<file path="config.mk">
export PLATFORM = sky130hd
export DESIGN_NAME = seg_xlate
export DESIGN_NICKNAME = d
export VERILOG_FILES = /design/src/rtl/seg_xlate_pkg.sv /design/src/rtl/seg_table.sv /design/src/rtl/seg_check.sv /design/src/rtl/seg_xlate.sv
export SDC_FILE = /design/constraint.sdc
export NUM_CORES = 1
export LEC_CHECK = 0
export BUFFER_PORTS_ARGS = -buffer_cell sky130_fd_sc_hd__buf_2
export CAP_MARGIN = 20
export CORE_MARGIN = 10
export CORE_UTILIZATION = 45
export CTS_CLUSTER_SIZE = 8
export DETAILED_ROUTE_END_ITERATION = 8
export GPL_TIMING_DRIVEN = 0
export PLACE_DENSITY_LB_ADDON = 0.15
export SLEW_MARGIN = 10
export SYNTH_ARGS = -nofsm -noshare
export SYNTH_HDL_FRONTEND = slang
export SYNTH_SLANG_ARGS = --single-unit
</file>
<file path="constraint.sdc">
create_clock -name clk -period 3.7 [get_ports clk]
set_input_delay 0.185 -clock clk [delete_from_list [all_inputs] [get_ports clk]]
set_output_delay 0.185 -clock clk [all_outputs]
set_load 0.02 [all_outputs]
</file>
<file path="src/rtl/seg_xlate_pkg.sv">
package seg_xlate_pkg;
    localparam int PERM_W = 3;

    typedef enum logic [2:0] {
        TRAP_NONE    = 3'd0,
        TRAP_RANGE   = 3'd1,
        TRAP_INVALID = 3'd2,
        TRAP_LIMIT   = 3'd3,
        TRAP_PROT    = 3'd4
    } trap_e;

    typedef enum logic [1:0] {
        ACC_READ  = 2'd0,
        ACC_WRITE = 2'd1,
        ACC_EXEC  = 2'd2,
        ACC_RSVD  = 2'd3
    } acc_e;
endpackage

</file>
<file path="src/rtl/seg_table.sv">
module seg_table import seg_xlate_pkg::*; #(
    parameter int SEG_W = 3,
    parameter int LIM_W = 9,
    parameter int PA_W  = 12
) (
    input  logic              clk,
    input  logic              rst_n,
    input  logic              we,
    input  logic [SEG_W-1:0]  wr_idx,
    input  logic [PA_W-1:0]   wr_base,
    input  logic [LIM_W-1:0]  wr_limit,
    input  logic              wr_valid,
    input  logic [PERM_W-1:0] wr_perm,
    input  logic [SEG_W-1:0]  rd_idx,
    output logic [PA_W-1:0]   rd_base,
    output logic [LIM_W-1:0]  rd_limit,
    output logic              rd_valid,
    output logic [PERM_W-1:0] rd_perm
);
    localparam int NSEG = 1 << SEG_W;

    typedef struct packed {
        logic [PA_W-1:0]   base;
        logic [LIM_W-1:0]  limit;
        logic              valid;
        logic [PERM_W-1:0] perm;
    } desc_t;

    desc_t desc_d [NSEG];
    desc_t desc_q [NSEG];

    always_comb begin
        for (int i = 0; i < NSEG; i++) begin
            desc_d[i] = desc_q[i];
            if (we && (wr_idx == SEG_W'(i))) begin
                desc_d[i].base  = wr_base;
                desc_d[i].limit = wr_limit;
                desc_d[i].valid = wr_valid;
                desc_d[i].perm  = wr_perm;
            end
        end
    end

    always_ff @(posedge clk or negedge rst_n) begin
        if (!rst_n) begin
            for (int i = 0; i < NSEG; i++) desc_q[i] <= '0;
        end else begin
            for (int i = 0; i < NSEG; i++) desc_q[i] <= desc_d[i];
        end
    end

    assign rd_base  = desc_q[rd_idx].base;
    assign rd_limit = desc_q[rd_idx].limit;
    assign rd_valid = desc_q[rd_idx].valid;
    assign rd_perm  = desc_q[rd_idx].perm;
endmodule

</file>
<file path="src/rtl/seg_check.sv">
module seg_check import seg_xlate_pkg::*; #(
    parameter int SEG_W = 3,
    parameter int OFF_W = 8,
    parameter int PA_W  = 12
) (
    input  logic [SEG_W:0]    in_use,
    input  logic [SEG_W-1:0]  seg,
    input  logic [OFF_W-1:0]  off,
    input  logic [1:0]        kind,
    input  logic [PA_W-1:0]   base,
    input  logic [OFF_W:0]    limit,
    input  logic              valid,
    input  logic [PERM_W-1:0] perm,
    output trap_e             trap,
    output logic [PA_W-1:0]   pa
);
    localparam int PAD_W = PA_W - OFF_W;

    logic in_range;
    logic in_bound;
    logic allowed;

    assign in_range = {1'b0, seg} < in_use;
    assign in_bound = {1'b0, off} < limit;

    always_comb begin
        case (acc_e'(kind))
            ACC_READ:  allowed = perm[0];
            ACC_WRITE: allowed = perm[1];
            ACC_EXEC:  allowed = perm[2];
            default:   allowed = 1'b0;
        endcase
    end

    // fixed priority: range, validity, bound, rights
    always_comb begin
        if (!in_range)      trap = TRAP_RANGE;
        else if (!valid)    trap = TRAP_INVALID;
        else if (!in_bound) trap = TRAP_LIMIT;
        else if (!allowed)  trap = TRAP_PROT;
        else                trap = TRAP_NONE;
    end

    assign pa = base + {{PAD_W{1'b0}}, off};
endmodule

</file>
<file path="src/rtl/seg_xlate.sv">
module seg_xlate import seg_xlate_pkg::*; #(
    parameter int SEG_W = 3,
    parameter int OFF_W = 8,
    parameter int PA_W  = 12
) (
    input  logic              clk,
    input  logic              rst_n,
    input  logic              tbl_we,
    input  logic [SEG_W-1:0]  tbl_idx,
    input  logic [PA_W-1:0]   tbl_base,
    input  logic [OFF_W:0]    tbl_limit,
    input  logic              tbl_valid,
    input  logic [2:0]        tbl_perm,
    input  logic              cnt_we,
    input  logic [SEG_W:0]    cnt_val,
    input  logic              req_vld,
    input  logic [SEG_W-1:0]  req_seg,
    input  logic [OFF_W-1:0]  req_off,
    input  logic [1:0]        req_kind,
    output logic              rsp_vld,
    output logic              rsp_ok,
    output logic [PA_W-1:0]   rsp_pa,
    output logic [2:0]        rsp_trap
);
    localparam int LIM_W = OFF_W + 1;
    localparam int CNT_W = SEG_W + 1;

    typedef struct packed {
        logic [CNT_W-1:0] cnt;
        logic             vld;
        logic             ok;
        logic [PA_W-1:0]  pa;
        logic [2:0]       trap;
    } state_t;

    state_t s_d, s_q;

    logic [PA_W-1:0]   ent_base;
    logic [LIM_W-1:0]  ent_limit;
    logic              ent_valid;
    logic [PERM_W-1:0] ent_perm;
    trap_e             chk_trap;
    logic [PA_W-1:0]   chk_pa;

    seg_table #(.SEG_W(SEG_W), .LIM_W(LIM_W), .PA_W(PA_W)) u_table (
        .clk      (clk),
        .rst_n    (rst_n),
        .we       (tbl_we),
        .wr_idx   (tbl_idx),
        .wr_base  (tbl_base),
        .wr_limit (tbl_limit),
        .wr_valid (tbl_valid),
        .wr_perm  (tbl_perm),
        .rd_idx   (req_seg),
        .rd_base  (ent_base),
        .rd_limit (ent_limit),
        .rd_valid (ent_valid),
        .rd_perm  (ent_perm)
    );

    seg_check #(.SEG_W(SEG_W), .OFF_W(OFF_W), .PA_W(PA_W)) u_check (
        .in_use (s_q.cnt),
        .seg    (req_seg),
        .off    (req_off),
        .kind   (req_kind),
        .base   (ent_base),
        .limit  (ent_limit),
        .valid  (ent_valid),
        .perm   (ent_perm),
        .trap   (chk_trap),
        .pa     (chk_pa)
    );

    always_comb begin
        s_d = s_q;
        if (cnt_we) s_d.cnt = cnt_val;
        s_d.vld  = req_vld;
        s_d.ok   = req_vld && (chk_trap == TRAP_NONE);
        s_d.trap = req_vld ? chk_trap : TRAP_NONE;
        s_d.pa   = s_d.ok ? chk_pa : '0;
    end

    always_ff @(posedge clk or negedge rst_n) begin
        if (!rst_n) s_q <= '0;
        else        s_q <= s_d;
    end

    assign rsp_vld  = s_q.vld;
    assign rsp_ok   = s_q.ok;
    assign rsp_pa   = s_q.pa;
    assign rsp_trap = s_q.trap;

    AST_IDLE_QUIET: assert property (@(posedge clk) disable iff (!rst_n)
        !req_vld |=> (!rsp_vld && !rsp_ok && rsp_pa == '0 && rsp_trap == 3'd0));
    AST_RANGE_TRAP: assert property (@(posedge clk) disable iff (!rst_n)
        (req_vld && ({1'b0, req_seg} >= s_q.cnt)) |=> (rsp_trap == 3'd1));
    AST_TRAP_ZERO_PA: assert property (@(posedge clk) disable iff (!rst_n)
        (rsp_trap != 3'd0) |-> (rsp_pa == '0 && !rsp_ok));
    AST_OK_CLEAN: assert property (@(posedge clk) disable iff (!rst_n)
        rsp_ok |-> (rsp_vld && rsp_trap == 3'd0));
    AST_CNT_HOLD: assert property (@(posedge clk) disable iff (!rst_n)
        !cnt_we |=> $stable(s_q.cnt));
endmodule

</file>
## Yosys cells after proc, flatten, opt, wreduce, memory -nomap -nowiden

Index checks and enable logic that the tools add are counted.
W data, S select, Z words.

- Register bits: 221
- Latch bits: 0
- Bits in writable memories: 0
- Bits in read-only memories: 0
- Output and inout port bits: 17
- Word-level logic and storage cells: 73
- Memories kept: 0

- Add/sub/neg operators: 1
- $mul: 0
- Divide/modulo/power cells: 0
- Magnitude comparators: 3
- Eq/ne operators: 9
- Shift operators: 0
- Muxes and demuxes: 10
- Bitwise gates (word level): 1
- Reduce and logical (&&, ||, !) cells: 12

Operators with widths:

| kind | number |
|---|---|
| $bmux W25 S3 | 1 |
| $mux W25 | 2 |
| $mux W3 | 5 |
| $add A12 B8 Y12 | 1 |
| $eq A3 B3 Y1 const B | 4 |
| $mux W12 | 1 |
| $logic_and A1 B1 Y1 | 9 |
| $lt A8 B9 Y1 | 1 |
| $eq A3 B2 Y1 const B | 2 |
| $logic_not A3 Y1 | 2 |
| $ge A4 B4 Y1 const B | 1 |
| $lt A3 B4 Y1 | 1 |
| $not A3 Y4 | 1 |
| $eq A3 B1 Y1 const B | 1 |
| $pmux W1 S3 | 1 |
| $eq A2 B1 Y1 const B | 1 |
| $eq A2 B2 Y1 const B | 1 |
| $logic_not A2 Y1 | 1 |

## Longest topological paths before layout

Gate-level depths: netlist of the first run.

- Depth after elaboration: 12
- Mapped depth: 14
- Mapped depth without buffers: 10

## Modules after synthesis

Synthesis of the first run repeated with hierarchy kept, for this count alone.

- Cells, all modules: 672
- Area total of the unflattened synthesis: 10666.5 um^2

Modules (own cells, without submodules):

| module | times used | cells each | area each (um^2) | seq. area each (um^2) |
|---|---|---|---|---|
| seg_table | 1 | 521 | 9148.8 | 5004.8 |
| seg_xlate | 1 | 57 | 812.0 | 525.5 |
| seg_check | 1 | 94 | 705.7 | 0.0 |

## Worst setup path before layout of the first run

No wires, ideal clock.

- Kind: input -> register
- Start point: input req_seg[0]
- End point: register s_q (netlist bit rsp_pa[11])
- Setup time: 119 ps
- Arrival: 3254 ps
- Data required time: 3581 ps
- Setup slack: 328 ps
- Cell stages on the path: 13
- Path through: buf_6 buf_4 buf_4 buf_2 mux4_2 mux2_2 ha_1 or4_1 or2_2 o211a_1 nand3b_1 xnor2_1 nor2_1

RTL lines:

| what | RTL line | source |
|---|---|---|
| start: declaration | seg_xlate.sv:17 | `input logic [SEG_W-1:0] req_seg,` |
| end signal: assignment | seg_xlate.sv:84 | `if (!rst_n) s_q <= '0;` |
| end signal: assignment | seg_xlate.sv:85 | `else s_q <= s_d;` |
| end: declaration | seg_xlate.sv:36 | `state_t s_d, s_q;` |

==> qor.yml, run 1 <==
placedCellCount: 1016
gp_congestion: 0.787
rows: 55
report.final.slew_viol_count: 0
clock_path_buffers: 3
synth_warnings: 0
drive_gt1_frac: 0.496
grt_max_degree: 118
crit_top_cell: "buf_2"
syn-instance-count: 667
cts_buffers: 31
post-route-min-period_ns: 3.53
post_drt_via_cell_ratio: 5.59
track_usage: 0.170
final.setup.tns_ns: 0
insertion_delay_ns: 0.54
ant_nets: 0
outcome: "finished clean"
worstPathBufferInverterCount: 5
p_per_area_nw_per_um2: 574
power.leakage_nw: 5.41
cts_sinks: 221
avgSynthCellArea_sq_um: 15.5
fmax_ghz: 0.284
path_class: "input pin to flip-flop"
max_slew_margin: 0.399
fin_nets: 869
place_hpwl_um: 16500
core_area_sq_um: 22600
post-route-period-util: 0.953
clockRootBuffer: "clkbuf_16"
ir_worst_vdd_v: 0.000389
synthTopCellsByArea: "dfrtp_1 (53%), mux2_2 (23%), mux4_2 (9.8%)"
final_cells: 1088
antenna_cells: 0
area_growth_syn_to_layout_pct: 18.5
synth-seq-area-share: 0.535
wl_per_cell_um: 22.2
io_pins: 67
grt_remaining_overflow: 0
routed_wl_um: 24200
drtPass1Iterations: 4
die_area_sq_um: 29400
syn-num-nets: 735
cts_tree: "yes"
yosysUniqueCellTypes: 43
layout_setup_ws_ns: 0.175
grt_pass1_vias: 6803
place_ws_ns: -0.876
final_common_cell: "dfrtp_1"
cpPeakStageDelay_ns: 0.58
start_kind: "input pin"
worst_pin_slew_ns: 0.902
antenna_found_initial: 0
clkTransAtPathRegs_ns: 0.05
die_h_um: 172
most-common-layout-cells: "dfrtp_1 (221), mux2_2 (215), buf_2 (75), mux4_2 (45), dlygate4sd3_1 (37)"
post-route-util: 0.541
crit_slowest_cell: "or4_1"
yosys_register_bits: 221
finalPower_mw: 7.03
die_width_um: 172
htree_levels: 1
drt-initial-drc-count: 286
io_buffers: 61
final-setup-viol-count: 0
synth.cell_area_sq_um: 10300
vias: 6078
path_cells: "buf_2 -> buf_2 -> buf_2 -> buf_2 -> buf_2 -> mux4_2 -> mux2_2 -> ha_1 -> or4_1 -> or2_2 -> o211a_1 -> nand3b_1 -> xnor2_1 -> nor2_1"
crit_required_ns: 4.12
synth_top_cell_by_area: "dfrtp_1"
drc_errors: 0
drv_cap: 0
start_util: 0.457
cts_setup_buffers: 0
rsz0062_at_grt: "no"
crit_family: "buffers and inverters"
cp.arrival_ns: 3.95
hold_class: "input pin to flip-flop"
crit_fanout: 10
hold_viol: 0
endpoint_kind: "flip-flop"
clock_skew_ns: 0.0156
synth_top_area_share: 0.535
grt_pass1_wl_um: 38600
## state kept, by name, indices dropped and copies added (netlist names)
signal	count
rsp_pa	12
rsp_ok	1
s_q	4
rsp_vld	1
u_table.desc_q	200
rsp_trap	3
## synthesized netlist by cell type
library cell	number
o41a_1	1
o32ai_1	1
mux4_2	45
nor2_1	19
inv_1	6
ha_1	17
nor3_1	2
o31a_1	1
nor2b_1	1
nor3b_1	2
o21bai_1	1
o211a_1	1
mux2i_1	11
buf_4	17
a21o_1	3
buf_2	13
or4_1	1
o21ai_0	11
nand2_1	10
a211oi_1	1
o2111ai_1	1
or2_2	1
nand3_1	1
fa_1	1
nor4_1	1
mux2_2	215
buf_6	2
xnor2_1	6
a21oi_1	8
a211o_1	1
dfrtp_1	221
nand4_1	1
nand4b_1	4
o211ai_1	1
o21a_1	3
clkbuf_1	18
buf_1	1
mux4_1	5
nand4b_4	1
nand3b_1	1
xor2_1	3
nor3b_2	2
nand2b_1	5
## cell families after synthesis
group,share of synthesized area
and+or+nand+nor,0.0284
buffers and inverters,0.0299
xor gates and xnor gates,0.00762
AOI/OAI and AO/OA,0.0212
muxes,0.356
DFF,0.535
adders and majority gates,0.0225
## tightest hold or removal path, delay by kind of cell
kind,cells,cell delay (ns)
and+or+nand+nor,1,0.11
adders and majority gates,1,0.14
buffers and inverters,2,0.16
## timing repair
action	4_1_cts	5_1_grt
setup endpoints to repair	12	0
hold buffers	37	0
hold endpoints to repair	319	0
resized for setup	5	0
## layout make-up
class	instances	area, sq um
fillers	1833	10400
flip-flops and latches	221	5530
multi-input cells	389	4510
clock buffers	34	787
repair buffers	101	746
well taps	285	357
plain buffers	51	292
inverters	6	22.5
clock inverters	1	8.76
## report_power, final
part / switching (mW) / leakage (nW) / total (mW) / internal, mW
clock: 0.933 / 0.390 / 2.39 / 1.46
sequential: 0.241 / 2.68 / 3.17 / 2.93
combinational: 0.607 / 2.34 / 1.47 / 0.862
total: 1.78 / 5.41 / 7.03 / 5.25
## per-stage QoR
step	instance area (sq um)	hold WS (ns)
2_1_floorplan	10300	-0.111
3_3_place_gp	11000	0.390
3_5_place_dp	11100	0.288
4_1_cts	12300	0.0955
5_1_grt	12300	0.112
6_report	12300	0.110
## path summary, 6_finish.rpt
check | start | endpoint | slack (ns) | cells past startpoint
worst min register to register | u_table.desc_q[150] | u_table.desc_q[150] | 0.49 | 1
min in group asynchronous | rst_n | u_table.desc_q[164] | 0.28 | 3
worst max-delay path | req_seg[1] | rsp_pa[11] | 0.17 | 14
worst max register to register | u_table.desc_q[19] | rsp_pa[11] | 0.73 | 9
worst min-delay path | req_off[0] | rsp_pa[0] | 0.11 | 4
max in group asynchronous | rst_n | u_table.desc_q[185] | 2.48 | 4
## routing by layer
metal | GRT usage | share of wire | up-vias
met5 | 0 | 0 | -
met4 | 0.0457 | 0.022 | 0
met3 | 0.0282 | 0.051 | 49
met2 | 0.273 | 0.47 | 135
met1 | 0.234 | 0.46 | 3162
li1 | - | - | 2732
No activity file was read; power rests on OpenSTA's default activity.
==> run 2: changes to the inputs <==
--- a/config.mk
+++ b/config.mk
@@ -5,6 +5,7 @@
 export SDC_FILE = /design/constraint.sdc
 export NUM_CORES = 1
 export LEC_CHECK = 0
+export ABC_AREA = 1
 export BUFFER_PORTS_ARGS = -buffer_cell sky130_fd_sc_hd__buf_2
 export CAP_MARGIN = 20
 export CORE_MARGIN = 10
==> run 2 against run 1 <==
Compared with the run above: combinational power is 22% lower; first-iteration DRC count grew to 3.2 times the previous value; clock skew is 0.0016 ns lower; worst setup slack better by 0.22 ns; non-clock buffer count is 39 higher; clock power is 2% higher.
==> qor.yml, run 2 <==
outcome: "finished clean"
drt-initial-drc-count: 927  # +220%
routed_wl_um: 33700  # +39%
final-setup-viol-count: 0  # unchanged
dpl_cell_area_sq_um: 11100  # +0.24%
grt_util_met2: 0.363  # +0.0904
crit_family: "buffers and inverters"
gp_congestion: 0.886  # +13%
synthArstFlopShare: 1.00  # unchanged
rr_worst_depth: 12  # +3
p_comb_frac: 0.173  # -0.036
synth.cell_area_sq_um: 10400  # +0.16%
cpPeakStageDelay_ns: 0.54  # -0.04 ns
core_area_sq_um: 22600  # unchanged
hold_viol: 0  # unchanged
antenna_found_initial: 0  # unchanged
cts_buffers: 31  # unchanged
synth-main-ff-cell: "dfrtp_1"
pwr-share-seq: 0.462  # +0.012
r2r_end: "rsp_pa[9]"
die_width_um: 172  # about the same
drive_gt1_frac: 0.110  # -0.385
grt_pass1_vias: 8941  # +31%
post-route-period-util: 0.892  # -0.0605
drc_errors: 0  # unchanged
wl_per_cell_um: 20.3  # -8.9%
start_kind: "input pin"
synth_warnings: 0  # unchanged
fmax_ghz: 0.303  # +6.8%
cp.arrival_ns: 3.77  # -0.18 ns
track_usage: 0.231  # +0.0609
crit_slowest_cell: "clkbuf_1"
synth_most_common_cell: "nand2_1"
reg2reg_slack_ns: 0.85  # +0.12 ns
cts_setup_buffers: 0  # unchanged
synth-seq-area-share: 0.534  # -0.000840
fill_cells: 2174  # +19%
crit_fanout: 10  # unchanged
worst_pin_slew_ns: 0.924  # +0.0219 ns
start_util: 0.457  # +0.000718
yosysUniqueCellTypes: 31  # -28%
max_slew_margin: 0.384  # -0.0146
rsz0062_at_grt: "no"
synth_top_cell_by_area: "dfrtp_1"
insertion_delay_ns: 0.55  # about the same
report.final.slew_viol_count: 0  # unchanged
fin_nets: 1446  # +66%
drv_cap: 0  # unchanged
post_cts_resize_count: 0  # -5
synthTopCellsByArea: "dfrtp_1 (53%), o21ai_0 (13%), nand2_1 (11%)"
antenna_cells: 0  # unchanged
grt_max_degree: 89  # -25%
synth_common_cells: "nand2_1 (294), o21ai_0 (276), dfrtp_1 (221), nor2_1 (124), inv_1 (84)"
p_switching_mw: 1.90  # +6.9%
largest_reg_flops: 200  # unchanged
timing.critical_path.from: "req_seg[1]"
endpoint: "rsp_pa[9]"
die_area_sq_um: 29500  # +0.13%
yosys_register_bits: 221  # unchanged
regMostFlops: "u_table.desc_q"
cts_tree: "yes"
htree_levels: 1  # unchanged
avgSynthCellArea_sq_um: 8.30  # -46%
place_ws_ns: -0.0715  # +0.805 ns
synth_top_area_share: 0.534  # -0.000840
place_hpwl_um: 22800  # +38%
clockRootBuffer: "clkbuf_16"
worstPathBufferInverterCount: 6  # +1
power.leakage_nw: 5.94  # +9.8%
grt_util_met3: 0.0511  # +0.0229
p_sw_frac: 0.287  # +0.0335
vias: 9249  # +52%
most-common-layout-cells: "nand2_1 (294), o21ai_0 (276), dfrtp_1 (221), nor2_1 (124), inv_1 (84)"
grt_remaining_overflow: 0  # unchanged
p_per_area_nw_per_um2: 544  # -5.1%
io_pins: 67  # unchanged
layout_setup_ws_ns: 0.399  # +0.224 ns
clkTransAtPathRegs_ns: 0.06  # about the same
clock_skew_ns: 0.0140  # -0.00160 ns
ir_worst_vdd_v: 0.000316  # -19%
post_drt_via_cell_ratio: 5.56  # -0.38%
endpoint_kind: "flip-flop"
clock_path_buffers: 3  # unchanged
rr_startpoint: "u_table.desc_q[156]"
final_common_cell: "nand2_1"
post-route-util: 0.539  # -0.00260
cts_sinks: 221  # unchanged
crit_cells: 17  # +3
synth_edf_count: 0  # unchanged
syn-instance-count: 1247  # +87%
final_area_sq_um: 12200  # -0.48%
post-route-min-period_ns: 3.30  # -0.224 ns
path_cells: "buf_2 -> buf_4 -> buf_2 -> buf_2 -> clkbuf_1 -> o21ai_0 -> o221ai_1 -> o21ai_0 -> ha_1 -> nand2_1 -> nor2_1 -> a211oi_1 -> nand2_1 -> a21oi_2 -> nand3_2 -> buf_6 -> nor2_2"
hold_class: "input pin to flip-flop"
path_class: "input pin to flip-flop"
rows: 55  # unchanged
crit_top_cell: "buf_2"
ant_nets: 0  # unchanged
finalPower_mw: 6.64  # -5.6%
hold_buffers: 31  # -16%
intPower_mw: 4.73  # -9.8%
syn-num-nets: 1315  # +79%
grt_pass1_wl_um: 51700  # +34%
io_buffers: 65  # +6.6%
p_clk_frac: 0.366  # +0.025
grt.busiest_layer: "met2"
area_growth_syn_to_layout_pct: 17.7
grtUsageMet1: 0.309  # +0.0748
crit_required_ns: 4.17  # +0.05 ns
drtPass1Iterations: 6  # +2
die_h_um: 172  # about the same
==> run 2: kinds of logic (layout without fill, tap and decap cells) <==
| logic type | after synthesis | in the layout | synth area share |
|---|---|---|---|
| adder cells (fa/ha/maj) | 18 | 18 | 0.0225 |
| AND/OR/NAND/NOR | 467 | 467 | 0.177 |
| flip-flops | 221 | 221 | 0.534 |
| buffers and inverters | 180 | 310 | 0.0788 |
| AO/OA/AOI/OAI | 352 | 352 | 0.180 |
| XOR/XNOR | 9 | 9 | 0.00761 |
==> run 2: routing by layer <==
layer	wire length, um	vias to the layer above
met4	1030	0
met5	0	-
met1	14500	4459
met3	2980	70
met2	15200	406
li1	-	4314
==> run 2: area by class of cell <==
cell class                 instances  area [sq um]  share of cell area
buffer                            93           487              0.0399
clock buffer                      31           776              0.0636
clock inverter                     1          5.00            0.000410
inverter                          87           329              0.0270
multi-input combinational        846          4010               0.329
sequential                       221          5530               0.454
tap                              285           357              0.0292
timing repair buffer              98           701              0.0575
==> run 2: worst min path at each step <==
stage	depth (start not counted)	from	slack, ns	endpoint
2_1_floorplan	0	rst_n	-0.11	rsp_ok
3_3_place_gp	1	req_vld	0.31	rsp_vld
3_5_place_dp	1	rst_n	0.12	u_table.desc_q[16]
4_1_cts	3	tbl_limit[2]	0.005	u_table.desc_q[6]
5_1_grt	3	tbl_limit[2]	0.05	u_table.desc_q[6]
6_report	3	tbl_limit[2]	0.01	u_table.desc_q[6]
==> run 2: worst register-to-register path, delay by kind of cell (launching register included) <==
family	cells	cell delay [ns]
flops	1	0.38
fa+ha+maj	1	0.37
compound gates	6	1.46
buf+inv	1	0.18
simple gates	4	0.41
==> run 2: per-stage QoR <==
stage	std cells	hold WS, ns	TNS, ns
3_3_place_gp	1597	0.312	-333.67
6_report	1662	0.0124	0
5_1_grt	1662	0.0508	0
3_5_place_dp	1599	0.121	-0.669
4_1_cts	1662	0.00450	0
2_1_floorplan	1247	-0.111	0
==> run 2: power by group through the flow <==
stage                     logic, mW  clock network (mW)  registers, mW
after CTS                      1.14                2.45           3.06
after floorplan               0.766                   0           3.04
after detailed placement       1.11                   0           3.09
final                          1.15                2.43           3.07
after global placement         1.07                   0           3.08
after global routing           1.31                2.55           3.11
